--- src/rtl/cwreg_bank.sv ---
module cwreg_bank #(
  parameter int AW = 6,
  parameter int NCFG = 4,
  parameter logic [NCFG-1:0] COND_MASK = 4'b1100,
  parameter int MODE_ADDR = 'h00,
  parameter int CFG_BASE = 'h10,
  parameter int CMP_ADDR = 'h20,
  parameter int ESR_ADDR = 'h2C,
  parameter int EMR_ADDR = 'h2D
) (
  input  logic            clk,
  input  logic            rst_n,
  input  logic            bus_sel,
  input  logic            bus_wr,
  input  logic [AW-1:0]   bus_addr,
  input  logic [7:0]      bus_wdata,
  input  logic            bus_wpar,
  output logic [7:0]      bus_rdata,
  input  logic [NCFG-1:0] reg_access,
  input  logic            phy_valid,
  input  logic [7:0]      phy_data,
  input  logic            phy_par,
  output logic            exc_summary
);
  localparam int IW = (NCFG > 1) ? $clog2(NCFG) : 1;
  localparam logic [AW-1:0] A_MODE = AW'(MODE_ADDR);
  localparam logic [AW-1:0] A_CFG  = AW'(CFG_BASE);
  localparam logic [AW-1:0] A_CMP  = AW'(CMP_ADDR);
  localparam logic [AW-1:0] A_ESR  = AW'(ESR_ADDR);
  localparam logic [AW-1:0] A_EMR  = AW'(EMR_ADDR);

  logic [1:0]            mode_q;
  logic [NCFG-1:0][7:0]  cfg_q;
  logic [7:0]            cmp_q;
  logic                  ppe_q, cpe_q, cce_q, cwi_q;
  logic [2:0]            emr_q;
  logic [7:0]            rd_mux;

  wire [AW-1:0] cfg_off = bus_addr - A_CFG;
  wire          is_cfg  = cfg_off < AW'(NCFG);
  wire [IW-1:0] idx     = cfg_off[IW-1:0];
  wire hit_mode = bus_addr == A_MODE;
  wire hit_cmp  = bus_addr == A_CMP;
  wire hit_esr  = bus_addr == A_ESR;
  wire hit_emr  = bus_addr == A_EMR;
  wire legal    = hit_mode | hit_cmp | hit_esr | hit_emr | (is_cfg && reg_access[idx]);

  wire wr_cmd   = bus_sel & bus_wr;
  wire rd_cmd   = bus_sel & ~bus_wr;
  wire par_rej  = wr_cmd & mode_q[0] & ~(^{bus_wdata, bus_wpar});
  wire wr_ok    = wr_cmd & legal & ~par_rej;
  wire cond_wr  = wr_ok & is_cfg & COND_MASK[idx];
  wire cmp_eq   = cfg_q[idx] == cmp_q;
  wire phy_bad  = phy_valid & mode_q[1] & ~(^{phy_data, phy_par});
  wire cce_ev   = (bus_sel & ~legal) | par_rej;
  wire clr      = wr_ok & hit_esr;

  assign exc_summary = |({cce_q, cpe_q, ppe_q} & ~emr_q);

  always_comb begin
    rd_mux = 8'h00;
    if (hit_mode)     rd_mux = {6'b0, mode_q};
    else if (hit_cmp) rd_mux = cmp_q;
    else if (hit_esr) rd_mux = {cwi_q, cce_q, cpe_q, 4'b0, ppe_q};
    else if (hit_emr) rd_mux = {1'b0, emr_q[2], emr_q[1], 4'b0, emr_q[0]};
    else if (is_cfg)  rd_mux = cfg_q[idx];
  end

  always_ff @(posedge clk or negedge rst_n) begin
    if (!rst_n) begin
      mode_q <= '0; cmp_q <= '0; emr_q <= '0; cfg_q <= '0; bus_rdata <= '0;
      ppe_q <= 1'b0; cpe_q <= 1'b0; cce_q <= 1'b0; cwi_q <= 1'b0;
    end else begin
      if (rd_cmd) bus_rdata <= legal ? rd_mux : 8'h00;
      if (wr_ok && hit_mode) mode_q <= bus_wdata[1:0];
      if (wr_ok && hit_cmp)  cmp_q <= bus_wdata;
      if (wr_ok && hit_emr)  emr_q <= {bus_wdata[6], bus_wdata[5], bus_wdata[0]};
      if (wr_ok && is_cfg && (!COND_MASK[idx] || cmp_eq)) cfg_q[idx] <= bus_wdata;
      if (cond_wr) cwi_q <= ~cmp_eq;
      ppe_q <= phy_bad | (ppe_q & ~(clr & bus_wdata[0]));
      cpe_q <= par_rej | (cpe_q & ~(clr & bus_wdata[5]));
      cce_q <= cce_ev  | (cce_q & ~(clr & bus_wdata[6]));
    end
  end

  p_inhibit_keeps_r2: assert property (@(posedge clk) disable iff (!rst_n)
    (cond_wr && !cmp_eq) |=> $stable(cfg_q));
  p_cwi_set_r3: assert property (@(posedge clk) disable iff (!rst_n)
    (cond_wr && !cmp_eq) |=> cwi_q);
  p_cwi_clr_r3: assert property (@(posedge clk) disable iff (!rst_n)
    (cond_wr && cmp_eq) |=> !cwi_q);
  p_cwi_hold_r3: assert property (@(posedge clk) disable iff (!rst_n)
    !cond_wr |=> $stable(cwi_q));
  p_cwi_masked_r4: assert property (@(posedge clk) disable iff (!rst_n)
    (cwi_q && !(ppe_q || cpe_q || cce_q)) |-> !exc_summary);
  p_parity_reject_r5: assert property (@(posedge clk) disable iff (!rst_n)
    par_rej |=> (cpe_q && cce_q && $stable(cfg_q) && $stable(cmp_q)));
  p_phy_parity_r6: assert property (@(posedge clk) disable iff (!rst_n)
    phy_bad |=> ppe_q);
  p_illegal_read_r7: assert property (@(posedge clk) disable iff (!rst_n)
    (rd_cmd && !legal) |=> (bus_rdata == 8'h00 && cce_q));
  p_rdata_hold_r9: assert property (@(posedge clk) disable iff (!rst_n)
    !rd_cmd |=> $stable(bus_rdata));
endmodule

--- config.mk ---
export PLATFORM = sky130hd
export DESIGN_NAME = cwreg_bank
export DESIGN_NICKNAME = d
export VERILOG_FILES = /design/src/rtl/cwreg_bank.sv
export SDC_FILE = /design/constraint.sdc
export NUM_CORES = 1
export LEC_CHECK = 0
export BUFFER_PORTS_ARGS = -buffer_cell sky130_fd_sc_hd__buf_2
export CORE_ASPECT_RATIO = 0.5
export CORE_MARGIN = 4
export CORE_UTILIZATION = 45
export DETAILED_ROUTE_END_ITERATION = 10
export PLACE_DENSITY = 0.77
export REMOVE_ABC_BUFFERS = 1
export SYNTH_ARGS = -nofsm -noshare
export SYNTH_HDL_FRONTEND = slang
export SYNTH_SLANG_ARGS = --single-unit
--- constraint.sdc ---
create_clock -name clk -period 6.3 [get_ports clk]
set_input_delay 0.945 -clock clk [delete_from_list [all_inputs] [get_ports clk]]
set_output_delay 0.945 -clock clk [all_outputs]
set_load 0.01 [all_outputs]
==> tab_implementation.tex, run 1 <==
\begin{tabular}{lr}
\hline
Metric & Value \\
\hline
\multicolumn{2}{l}{\textbf{Power}} \\
Switching pwr & just under 0.2 mW \\
Seq pwr share & about two fifths \\
Clk pwr share & between 50\% and 60\% \\
Worst vdd ir & about 0.13 mV \\
Leakage Power & 1.70 nW \\
Power density relative to cell area & about 270 mW/mm2 \\
Post-route total power & approximately 0.95 mW \\
Share of total power in combinational logic & $\sim$8\% \\
Power Internal & between 0.7 and 0.8 mW \\
Switch share & 20.9\% \\
\multicolumn{2}{l}{\textbf{Yosys}} \\
Per-instance average area after synthesis & between 10 and 15 um2 \\
Count of cell types in the netlist & 40 \\
Compound-cell area share of the yosys netlist & under 10\% \\
Netlist area before placement & just under 0.003 mm2 \\
Fraction of synthesized area in multiplexers & 24.8\% \\
Largest family of logic cells by synthesized area & multiplexers \\
FF+latch count, synth & 57 \\
Number of standard cells after synthesis & 219 \\
Register area share after synthesis & approximately 49\% \\
Share of synthesized cell area in full adder, half adder and majority cells & 0\% \\
Simple-gate portion of the synthesized area & 10.0\% \\
Xor/xnor cell area share of the yosys netlist & between 7 and 8\% \\
Total of warnings raised by yosys & 0 \\
\multicolumn{2}{l}{\textbf{Setup path}} \\
Kind of cell adding the most delay to the critical path & multiplexers \\
Worst path cell trace & buf\_2 > mux4\_2 > a22oi\_1 > nor3\_4 > nand4b\_4 > mux2\_2 \\
Maximum net fanout on the critical path & 16 \\
Slack of the worst reg-to-reg path & between 3000 and 4000 ps \\
Launching element type of the critical path & input port \\
Total stage count of the critical path & 6 \\
Cell at the slowest stage of the critical path & sky130\_fd\_sc\_hd\_\_mux4\_2 \\
Max stage delay on crit path & about 560 ps \\
R2r worst-path depth & 6 \\
Worst setup startpoint & bus\_addr[0] \\
Kind of critical path & input port to flip-flop \\
Arrival time worst endpoint & between 3000 and 4000 ps \\
Setup crit end & cfg\_q[10] \\
Worst setup EP type & flip-flop \\
Buf+Inv Stages, Crit Path & 1 \\
End of the worst register-to-register path & cfg\_q[26] \\
Data required time of the worst path & about 6500 ps \\
Reg2reg start & cfg\_q[28] \\
\multicolumn{2}{l}{\textbf{Place}} \\
Final estimated routing congestion in global placement & $\sim$0.86 \\
Placed cell count & 340 \\
Port bufs & $\sim$40 \\
DPL Wire Length & 4720 um \\
\multicolumn{2}{l}{\textbf{Timing}} \\
Clock skew after layout & about 4.6 ps \\
RSZ-0062 raised after global routing & no \\
Worst-margin pin slew & about 910 ps \\
Shortest clock period the worst path allows after layout & 3120 ps \\
Final period util & 49.4\% \\
Final hold vios & 0 \\
Total Neg Setup Slack & 0 ps \\
Normalized max-slew margin & roughly two fifths \\
Final number of setup-violating endpoints & 0 \\
Fmax & 321 MHz \\
Number of max-slew violations in the final report & 0 \\
\multicolumn{2}{l}{\textbf{Finish}} \\
Fill count & between 400 and 500 \\
\# diodes & 0 \\
Post-route insts no fill & roughly 360 \\
Area delta synth->final & 20.5\% \\
Final net count & roughly 300 \\
Commonest non-fill, non-tap cell in the layout & sky130\_fd\_sc\_hd\_\_dfrtp\_1 \\
Layout cell share with drive strength beyond 1 & between 40 and 50\% \\
Commonest cells after routing, fill and taps aside & sky130\_fd\_sc\_hd\_\_dfrtp\_1, sky130\_fd\_sc\_hd\_\_mux2\_2, sky130\_fd\_sc\_hd\_\_buf\_2 \\
\multicolumn{2}{l}{\textbf{Global route}} \\
Via count of the first global-routing pass & between 2,000 and 2,500 \\
GR Overflow Total & 0 \\
Pin count of the biggest net entering global routing & 58 \\
Antenna violations before repair & 0 \\
First-pass GRT wire length & $\sim$11,000 um \\
Global Route Usage Sum & between 10\% and 20\% \\
\multicolumn{2}{l}{\textbf{Detailed routing}} \\
Number of remaining DRC errors & 0 \\
Avg WL per Cell & about 19 um \\
Drt pass-1 iters & 4 \\
Mean number of vias per cell & 5.72 \\
Total via count in the routed design & about 2,000 \\
Post-Route WL & 6640 um \\
Number of nets with antenna violations after routing & 0 \\
First DRT Iteration DRCs & 164 \\
\multicolumn{2}{l}{\textbf{Clock network}} \\
CTS tree & yes \\
H-tree Lvls & 3 \\
CTS sink cnt & 57 \\
Number of gates resized after CTS & 0 \\
Clk pin slew, worst setup/hold paths & 50 ps \\
Setup bufs post-CTS & 0 \\
CTS buffer count & 9 \\
Library cell used as clock root buffer & sky130\_fd\_sc\_hd\_\_clkbuf\_16 \\
\# hold bufs at CTS & 0 \\
Insertion delay of the later-clocked pin in the worst-skew pair & roughly 320 ps \\
Max clock buf depth & 2 \\
\multicolumn{2}{l}{\textbf{Floorplan}} \\
Initial core utilization & a little under half \\
Die boundary height & 65.1 um \\
Ports & 42 \\
Site Rows & 20 \\
Core region area & approximately 0.0062 mm2 \\
Area of the die & 0.00796 mm2 \\
Floorplan die width & between 100 and 150 um \\
\multicolumn{2}{l}{\textbf{Status}} \\
Run status & completed \\
\multicolumn{2}{l}{\textbf{Job}} \\
Number of max-cap violations & 0 \\
\multicolumn{2}{l}{\textbf{Worst hold path}} \\
Hold/Removal Path Class & flip-flop to flip-flop \\
\hline
\end{tabular}
-- worst min path at each step --
stage	from	depth (start not counted)	slack (ps)	end
final	bus_rdata[0]	2	480	bus_rdata[0]
after global routing	bus_rdata[7]	1	510	bus_rdata[7]
after CTS	bus_rdata[0]	2	480	bus_rdata[0]
after detailed placement	bus_rdata[0]	2	470	bus_rdata[0]
after global placement	bus_rdata[1]	2	470	bus_rdata[1]
after floorplan	cpe_q	1	470	cpe_q
-- kinds of logic after synthesis --
family          Yosys count
flops                    57
mux                      56
simple gates             44
compound gates           28
xor+xnor                 21
buf+inv                  13
-- synthesized netlist by cell type --
cell type	n	area, um2
sky130_fd_sc_hd__o21ai_0	3	15.0
sky130_fd_sc_hd__a221o_1	1	10.0
sky130_fd_sc_hd__dfrtp_1	57	1430
sky130_fd_sc_hd__a221oi_1	3	26.3
sky130_fd_sc_hd__nand2b_1	2	12.5
sky130_fd_sc_hd__and2_0	1	6.26
sky130_fd_sc_hd__xnor3_1	2	45.0
sky130_fd_sc_hd__nor4_1	1	6.26
sky130_fd_sc_hd__nor2_1	7	26.3
sky130_fd_sc_hd__a21oi_1	3	15.0
sky130_fd_sc_hd__nand4b_4	2	47.6
sky130_fd_sc_hd__buf_6	1	11.3
sky130_fd_sc_hd__nand4_1	3	18.8
sky130_fd_sc_hd__xnor2_1	17	149
sky130_fd_sc_hd__a21o_1	1	7.51
sky130_fd_sc_hd__and3_1	1	6.26
sky130_fd_sc_hd__o31ai_1	2	15.0
sky130_fd_sc_hd__nor4b_1	2	17.5
sky130_fd_sc_hd__mux2i_1	2	20.0
sky130_fd_sc_hd__clkbuf_2	2	10.0
sky130_fd_sc_hd__a22o_1	9	78.8
sky130_fd_sc_hd__a31oi_1	1	6.26
sky130_fd_sc_hd__nand4_4	1	21.3
sky130_fd_sc_hd__o41ai_1	1	8.76
sky130_fd_sc_hd__mux2_2	45	507
sky130_fd_sc_hd__or3b_2	1	8.76
sky130_fd_sc_hd__mux4_2	9	203
sky130_fd_sc_hd__nor3_1	4	20.0
sky130_fd_sc_hd__a32o_1	1	10.0
sky130_fd_sc_hd__xor2_1	2	17.5
sky130_fd_sc_hd__nand3_4	1	17.5
sky130_fd_sc_hd__nand3_1	2	10.0
sky130_fd_sc_hd__inv_1	3	11.3
sky130_fd_sc_hd__buf_2	1	5.00
sky130_fd_sc_hd__nand2_2	1	6.26
sky130_fd_sc_hd__a22oi_1	2	15.0
sky130_fd_sc_hd__o221ai_1	1	8.76
sky130_fd_sc_hd__nand2_1	14	52.6
sky130_fd_sc_hd__clkbuf_1	6	22.5
sky130_fd_sc_hd__nor3_4	1	16.3
-- worst min-delay path: cells and delay by family (launching register included) --
| kind | cells | cell delay, ps |
|---|---|---|
| flops | 1 | 340 |
| compound gates | 1 | 50 |
| simple gates | 1 | 50 |
-- state kept, by name (all words and copies together) (netlist names) --
signal / cells
cfg_q: 32
cpe_q: 1
ppe_q: 1
bus_rdata: 8
mode_q: 2
cce_q: 1
cwi_q: 1
emr_q: 3
cmp_q: 8
-- power groups by stage --
stage | registers (mW) | clock network, mW | logic [mW]
floorplan | 0.380 | 0 | 0.0378
global placement | 0.381 | 0 | 0.0720
detailed placement | 0.381 | 0 | 0.0741
CTS | 0.376 | 0.507 | 0.0752
global route | 0.376 | 0.529 | 0.0827
finish | 0.376 | 0.497 | 0.0749
-- area by class of cell --
class / count / area, um2 / area share, %
clock buffer: 13 / 280 / 7.92
clock inverter: 2 / 35.0 / 0.989
inverter: 3 / 11.3 / 0.318
multi-input combinational: 149 / 1460 / 41.2
sequential: 57 / 1430 / 40.3
tap: 88 / 110 / 3.11
timing repair buffer: 43 / 220 / 6.22
-- metal layers --
| layer | vias up | track usage [%] | share of wire, % |
|---|---|---|---|
| li1 | 910 | - | - |
| met1 | 1020 | 24.5 | 41 |
| met3 | 10 | 6.36 | 8.5 |
| met2 | 92 | 29.8 | 49 |
| met5 | - | 0 | 0 |
| met4 | 0 | 7.95 | 1.7 |
-- per-stage QoR --
step	hold WS [ps]	utilization [%]	setup slack (ps)	cell area [um2]
5_1_grt	512	57.1	3030	3540
6_report	479	57.1	3180	3540
3_3_place_gp	465	52.0	2900	3230
2_1_floorplan	473	-	2140	2890
4_1_cts	481	57.1	3160	3540
3_5_place_dp	469	52.0	2840	3230
No activity file was read; power rests on OpenSTA's default activity.
==> run 2: changes to the inputs <==
clock period = 3.2 ns   (was 6.3 ns; I/O delays follow)
==> tab_implementation.tex, run 2 (synthesized netlist as in run 1, its figures left out) <==
\begin{tabular}{lr}
\hline
Metric & Value \\
\hline
\multicolumn{2}{l}{\textbf{Finish}} \\
Layout cell share with drive strength beyond 1 & 45.0\% (about the same) \\
Commonest cells after routing, fill and taps aside & sky130\_fd\_sc\_hd\_\_dfrtp\_1, sky130\_fd\_sc\_hd\_\_mux2\_2, sky130\_fd\_sc\_hd\_\_buf\_2 \\
Post-route insts no fill & 357 (+0.56\%) \\
Registers with the most flip-flops & cfg\_q: 32 flops, bus\_rdata: 8 flops, cmp\_q: 8 flops \\
Area delta synth->final & 21.8\% \\
Final net count & 297 (+0.34\%) \\
\# diodes & 0 (unchanged) \\
Non-Filler Cell Area, Final & 0.00358 mm2 (+1.1\%) \\
Biggest register & cfg\_q \\
Flip-flop count of the largest register after layout & 32 (unchanged) \\
Commonest non-fill, non-tap cell in the layout & sky130\_fd\_sc\_hd\_\_dfrtp\_1 \\
\multicolumn{2}{l}{\textbf{Global route}} \\
First-pass GRT wire length & 11,700 um (+1.6\%) \\
Via count of the first global-routing pass & 2,247 (+1.5\%) \\
GRT met3 Usage & 6.53\% (+0.17 points) \\
Most used routing layer & met2 \\
Met1 Usage GRT & 25.0\% (+0.59 points) \\
Global Route Usage Sum & 19.4\% (+0.35 points) \\
Met2 Track Usage GR & 31.2\% (+1.4 points) \\
GR Overflow Total & 0 (unchanged) \\
Pin count of the biggest net entering global routing & 38 (-34\%) \\
Antenna violations before repair & 0 (unchanged) \\
\multicolumn{2}{l}{\textbf{Floorplan}} \\
Site Rows & 20 (unchanged) \\
Core region area & 0.00621 mm2 (unchanged) \\
Die boundary height & 65.1 um (unchanged) \\
Initial core utilization & 47.3\% (unchanged) \\
Area of the die & 0.00796 mm2 (unchanged) \\
Floorplan die width & 122 um (unchanged) \\
Ports & 42 (unchanged) \\
\multicolumn{2}{l}{\textbf{Clock network}} \\
\# hold bufs at CTS & 0 (unchanged) \\
CTS buffer count & 9 (unchanged) \\
Setup bufs post-CTS & 0 (unchanged) \\
Insertion delay of the later-clocked pin in the worst-skew pair & 330 ps (about the same) \\
CTS tree & yes \\
Max clock buf depth & 2 (unchanged) \\
H-tree Lvls & 3 (unchanged) \\
Number of gates resized after CTS & 0 (unchanged) \\
CTS sink cnt & 57 (unchanged) \\
Clk pin slew, worst setup/hold paths & 60 ps (about the same) \\
Library cell used as clock root buffer & sky130\_fd\_sc\_hd\_\_clkbuf\_16 \\
\multicolumn{2}{l}{\textbf{Detailed routing}} \\
Avg WL per Cell & 19.5 um (+4.5\%) \\
Number of remaining DRC errors & 0 (unchanged) \\
Mean number of vias per cell & 5.81 (+1.5\%) \\
Drt pass-1 iters & 4 (unchanged) \\
Number of nets with antenna violations after routing & 0 (unchanged) \\
Total via count in the routed design & 2,074 (+2.1\%) \\
First DRT Iteration DRCs & 187 (+14\%) \\
Post-Route WL & 6980 um (+5.1\%) \\
\multicolumn{2}{l}{\textbf{Place}} \\
Final estimated routing congestion in global placement & 0.878 (+2.5\%) \\
Placed cell area & 0.00323 mm2 (+0.23\%) \\
DPL Wire Length & 4900 um (+3.8\%) \\
Worst setup timing slack at the placement stage & 251 ps (-2590 ps) \\
Port bufs & 41 (unchanged) \\
Placed cell count & 341 (+0.29\%) \\
\multicolumn{2}{l}{\textbf{Timing}} \\
Worst hold-check slack & 246 ps (-232 ps) \\
Normalized max-slew margin & 30.3\% (-8.7 points) \\
Worst-margin pin slew & 1030 ps (+124 ps) \\
RSZ-0062 raised after global routing & no \\
Total Neg Setup Slack & 0 ps (unchanged) \\
Worst Setup Slack, final & 532 ps (-2650 ps) \\
Final number of setup-violating endpoints & 0 (unchanged) \\
Shortest clock period the worst path allows after layout & between 2000 and 3000 ps \\
Fmax & between 300 and 400 MHz \\
Final hold vios & 0 (unchanged) \\
Clock skew after layout & 8.23 ps (+3.63 ps) \\
Final period util & a little over four fifths \\
Number of max-slew violations in the final report & 0 (unchanged) \\
\multicolumn{2}{l}{\textbf{Setup path}} \\
Kind of critical path & input port to flip-flop \\
Worst setup EP type & flip-flop \\
Data required time of the worst path & 3410 ps (-3090 ps) \\
Launching element type of the critical path & input port \\
Maximum net fanout on the critical path & 16 (unchanged) \\
Arrival time worst endpoint & 2880 ps (-430 ps) \\
\multicolumn{2}{l}{\textbf{Status}} \\
Run status & completed \\
\multicolumn{2}{l}{\textbf{Job}} \\
Number of max-cap violations & 0 (unchanged) \\
\multicolumn{2}{l}{\textbf{Power}} \\
Leakage Power & 1.72 nW (+0.72\%) \\
Worst vdd ir & 0.271 mV (+100\%) \\
Power density relative to cell area & 558 mW/mm2 (+110\%) \\
\multicolumn{2}{l}{\textbf{Worst hold path}} \\
Hold/Removal Path Class & input port to asynchronous set/reset pin \\
\hline
\end{tabular}
## run 2: per-layer routing
metal / share of wire (%) / wire length, um / vias up
li1: - / - / 913
met1: 43 / 3020 / 1054
met2: 48 / 3350 / 92
met3: 7.1 / 492 / 15
met4: 1.6 / 112 / 0
met5: 0 / 0 / -
## run 2: final cells by class
| cell class | count | area [um2] |
|---|---|---|
| clock inverters | 5 | 103 |
| flip-flops and latches | 57 | 1430 |
| fillers | 469 | 2630 |
| inverters | 3 | 11.3 |
| multi-input cells | 149 | 1460 |
| well taps | 88 | 110 |
| repair buffers | 44 | 228 |
| clock buffers | 11 | 243 |
## run 2: worst max-delay path, cell delays in order
cell	delay, ps
sky130_fd_sc_hd__buf_2	400
sky130_fd_sc_hd__mux4_2	620
sky130_fd_sc_hd__xnor2_1	240
sky130_fd_sc_hd__nand4_1	140
sky130_fd_sc_hd__nor2_1	370
sky130_fd_sc_hd__nand4b_4	260
sky130_fd_sc_hd__mux2_2	350
## run 2: worst paths after layout
path,end,slack (ps),startpoint,cells after the start
min reg2reg,bus_rdata[1],480,bus_rdata[1],2
max,cfg_q[23],530,bus_addr[0],7
max reg2reg,cfg_q[23],810,cfg_q[27],6
max in group asynchronous,bus_rdata[0],2150,rst_n,2
min,cfg_q[4],250,rst_n,1
min in group clk,ppe_q,430,phy_valid,2
## run 2: power by group
group / leakage, nW / internal [mW] / total, mW / switching (mW)
sequential: 0.790 / 0.732 / 0.739 / 0.00720
clock: 0.166 / 0.779 / 1.11 / 0.329
combinational: 0.761 / 0.0643 / 0.149 / 0.0844
total: 1.72 / 1.58 / 2.00 / 0.420
## run 2: stage by stage
stage | total power [mW] | utilization [%]
2_1_floorplan | 0.823 | -
3_3_place_gp | 0.893 | 52.1
4_1_cts | 2.01 | 57.7
6_report | 2.00 | 57.7
3_5_place_dp | 0.898 | 52.1
5_1_grt | 2.07 | 57.7
==> run 3: changes to the inputs <==
PLACE_DENSITY = 0.8   (was 0.77)
clock period = 2.19 ns   (was 3.2 ns; I/O delays follow)
==> tab_implementation.tex, run 3 (synthesized netlist as in run 1, its figures left out) <==
\begin{tabular}{lr}
\hline
Metric & Value \\
\hline
\multicolumn{2}{l}{\textbf{Status}} \\
Run status & completed \\
\multicolumn{2}{l}{\textbf{Power}} \\
Worst vdd ir & 0.395 mV (+46\%) \\
Clk pwr share & 47.8\% (-7.7 points) \\
Leakage Power & 1.87 nW (+9.0\%) \\
Seq pwr share & 42.2\% (+5.2 points) \\
Power density relative to cell area & 682 mW/mm2 (+22\%) \\
Switching pwr & 0.584 mW (+39\%) \\
Switch share & 22.8\% (+1.7 points) \\
Share of total power in combinational logic & 10.0\% (+2.6 points) \\
Power Internal & 1.98 mW (+25\%) \\
\multicolumn{2}{l}{\textbf{Floorplan}} \\
Floorplan die width & 122 um (unchanged) \\
Ports & 42 (unchanged) \\
Site Rows & 20 (unchanged) \\
Initial core utilization & 47.3\% (unchanged) \\
Die boundary height & 65.1 um (unchanged) \\
Core region area & 0.00621 mm2 (unchanged) \\
Area of the die & 0.00796 mm2 (unchanged) \\
\multicolumn{2}{l}{\textbf{Global route}} \\
Global Route Usage Sum & 19.3\% (-0.11 points) \\
Pin count of the biggest net entering global routing & 27 (-29\%) \\
GR Overflow Total & 0 (unchanged) \\
Via count of the first global-routing pass & 2,276 (+1.3\%) \\
First-pass GRT wire length & 11,500 um (-1.4\%) \\
Antenna violations before repair & 0 (unchanged) \\
\multicolumn{2}{l}{\textbf{Timing}} \\
Final hold vios & 0 (unchanged) \\
Normalized max-slew margin & 61.2\% (+31 points) \\
Worst-margin pin slew & 577 ps (-454 ps) \\
RSZ-0062 raised after global routing & no \\
Total Neg Setup Slack & 0 ps (unchanged) \\
Final period util & 96.8\% \\
Worst Setup Slack, final & 70.7 ps (-461 ps) \\
Worst hold-check slack & 269 ps (+22.4 ps) \\
Number of max-slew violations in the final report & 0 (unchanged) \\
Final number of setup-violating endpoints & 0 (unchanged) \\
Fmax & between 400 and 500 MHz \\
Clock skew after layout & 4.22 ps (-4.01 ps) \\
Shortest clock period the worst path allows after layout & $\sim$2100 ps \\
\multicolumn{2}{l}{\textbf{Setup path}} \\
Kind of critical path & flip-flop to flip-flop \\
Arrival time worst endpoint & 2320 ps (-560 ps) \\
Worst setup EP type & flip-flop \\
Launching element type of the critical path & flip-flop \\
Data required time of the worst path & 2390 ps (-1020 ps) \\
Maximum net fanout on the critical path & 8 (-8) \\
\multicolumn{2}{l}{\textbf{Detailed routing}} \\
Number of nets with antenna violations after routing & 0 (unchanged) \\
Post-Route WL & 7120 um (+2.1\%) \\
Avg WL per Cell & 18.4 um (-5.8\%) \\
Drt pass-1 iters & 4 (unchanged) \\
Total via count in the routed design & 2,137 (+3.0\%) \\
First DRT Iteration DRCs & 266 (+42\%) \\
Number of remaining DRC errors & 0 (unchanged) \\
Mean number of vias per cell & 5.52 (-4.9\%) \\
\multicolumn{2}{l}{\textbf{Place}} \\
Placed cell count & 371 (+8.8\%) \\
Port bufs & 41 (unchanged) \\
DPL Wire Length & 5290 um (+7.9\%) \\
Placed cell area & 0.00347 mm2 (+7.4\%) \\
Final estimated routing congestion in global placement & 0.810 (-7.8\%) \\
Worst setup timing slack at the placement stage & -326 ps (-577 ps) \\
\multicolumn{2}{l}{\textbf{Finish}} \\
Biggest register & cfg\_q \\
\# diodes & 0 (unchanged) \\
Post-route insts no fill & 387 (+8.4\%) \\
Fill count & 472 (+0.64\%) \\
Area delta synth->final & 27.7\% \\
Commonest non-fill, non-tap cell in the layout & sky130\_fd\_sc\_hd\_\_dfrtp\_1 \\
Registers with the most flip-flops & cfg\_q: 32 flops, bus\_rdata: 8 flops, cmp\_q: 8 flops \\
Layout cell share with drive strength beyond 1 & 50.2\% (+5.2 points) \\
Non-Filler Cell Area, Final & 0.00375 mm2 (+4.9\%) \\
Final net count & 328 (+10\%) \\
Flip-flop count of the largest register after layout & 32 (unchanged) \\
Commonest cells after routing, fill and taps aside & sky130\_fd\_sc\_hd\_\_dfrtp\_1, sky130\_fd\_sc\_hd\_\_mux2\_2, sky130\_fd\_sc\_hd\_\_buf\_2 \\
\multicolumn{2}{l}{\textbf{Clock network}} \\
CTS sink cnt & 57 (unchanged) \\
CTS buffer count & 9 (unchanged) \\
Clk pin slew, worst setup/hold paths & 50 ps (about the same) \\
Setup bufs post-CTS & 0 (unchanged) \\
Insertion delay of the later-clocked pin in the worst-skew pair & 320 ps (about the same) \\
H-tree Lvls & 3 (unchanged) \\
Max clock buf depth & 2 (unchanged) \\
Library cell used as clock root buffer & sky130\_fd\_sc\_hd\_\_clkbuf\_16 \\
CTS tree & yes \\
\multicolumn{2}{l}{\textbf{Worst hold path}} \\
Hold/Removal Path Class & input port to flip-flop \\
\multicolumn{2}{l}{\textbf{Job}} \\
Number of max-cap violations & 0 (unchanged) \\
\hline
\end{tabular}
## run 3: power groups by stage
stage	Combinational, mW	Clock (mW)	Sequential (mW)
5_1_grt	0.277	1.30	1.08
6_report	0.256	1.22	1.08
3_3_place_gp	0.245	0	1.10
3_5_place_dp	0.251	0	1.10
2_1_floorplan	0.109	0	1.09
4_1_cts	0.255	1.24	1.08
## run 3: layout make-up
type	instances	area [um2]	share of cell area, %
clock buffer	12	246	6.57
clock inverter	3	17.5	0.467
inverter	3	11.3	0.300
multi-input combinational	149	1460	38.9
sequential	57	1430	38.0
tap	88	110	2.93
timing repair buffer	75	482	12.8
## run 3: path summary, 6_finish.rpt
check                        startpoint            to  slack (ps)  cells past startpoint
max in group asynchronous         rst_n      cfg_q[4]        1040                      3
max reg2reg                   cfg_q[29]     cfg_q[24]          70                      7
min                           phy_valid         ppe_q         270                      2
min reg2reg                bus_rdata[0]  bus_rdata[0]         480                      2
max                           cfg_q[29]     cfg_q[24]          70                      7
min in group asynchronous         rst_n         ppe_q         470                      2
## run 3: timing repair
action / 4_1_cts / 5_1_grt
setup endpoints to repair: 0 / 25
hold buffers: 1 / 0
resized for setup: 0 / 3
hold endpoints to repair: 15 / 0
## run 3: metal layers
layer	vias to the layer above	global-route usage, %	routed length (um)
met5	-	0	0
met4	0	4.32	37
met3	6	5.67	466
met2	71	32.1	3510
met1	1085	25.2	3110
li1	975	-	-
## run 3: metrics by stage
stage | utilization [%] | power, mW
2_1_floorplan | - | 1.20
6_report | 60.5 | 2.56
3_5_place_dp | 55.9 | 1.35
4_1_cts | 60.3 | 2.58
3_3_place_gp | 55.9 | 1.34
5_1_grt | 60.5 | 2.66
## run 3: critical path, cell delays in order, from the launching register on
cell,delay (ps)
sky130_fd_sc_hd__dfrtp_1,380
sky130_fd_sc_hd__mux4_2,500
sky130_fd_sc_hd__xnor2_1,200
sky130_fd_sc_hd__nand4_1,120
sky130_fd_sc_hd__nor2_1,110
sky130_fd_sc_hd__buf_4,150
sky130_fd_sc_hd__nand4_4,190
sky130_fd_sc_hd__mux2_2,350
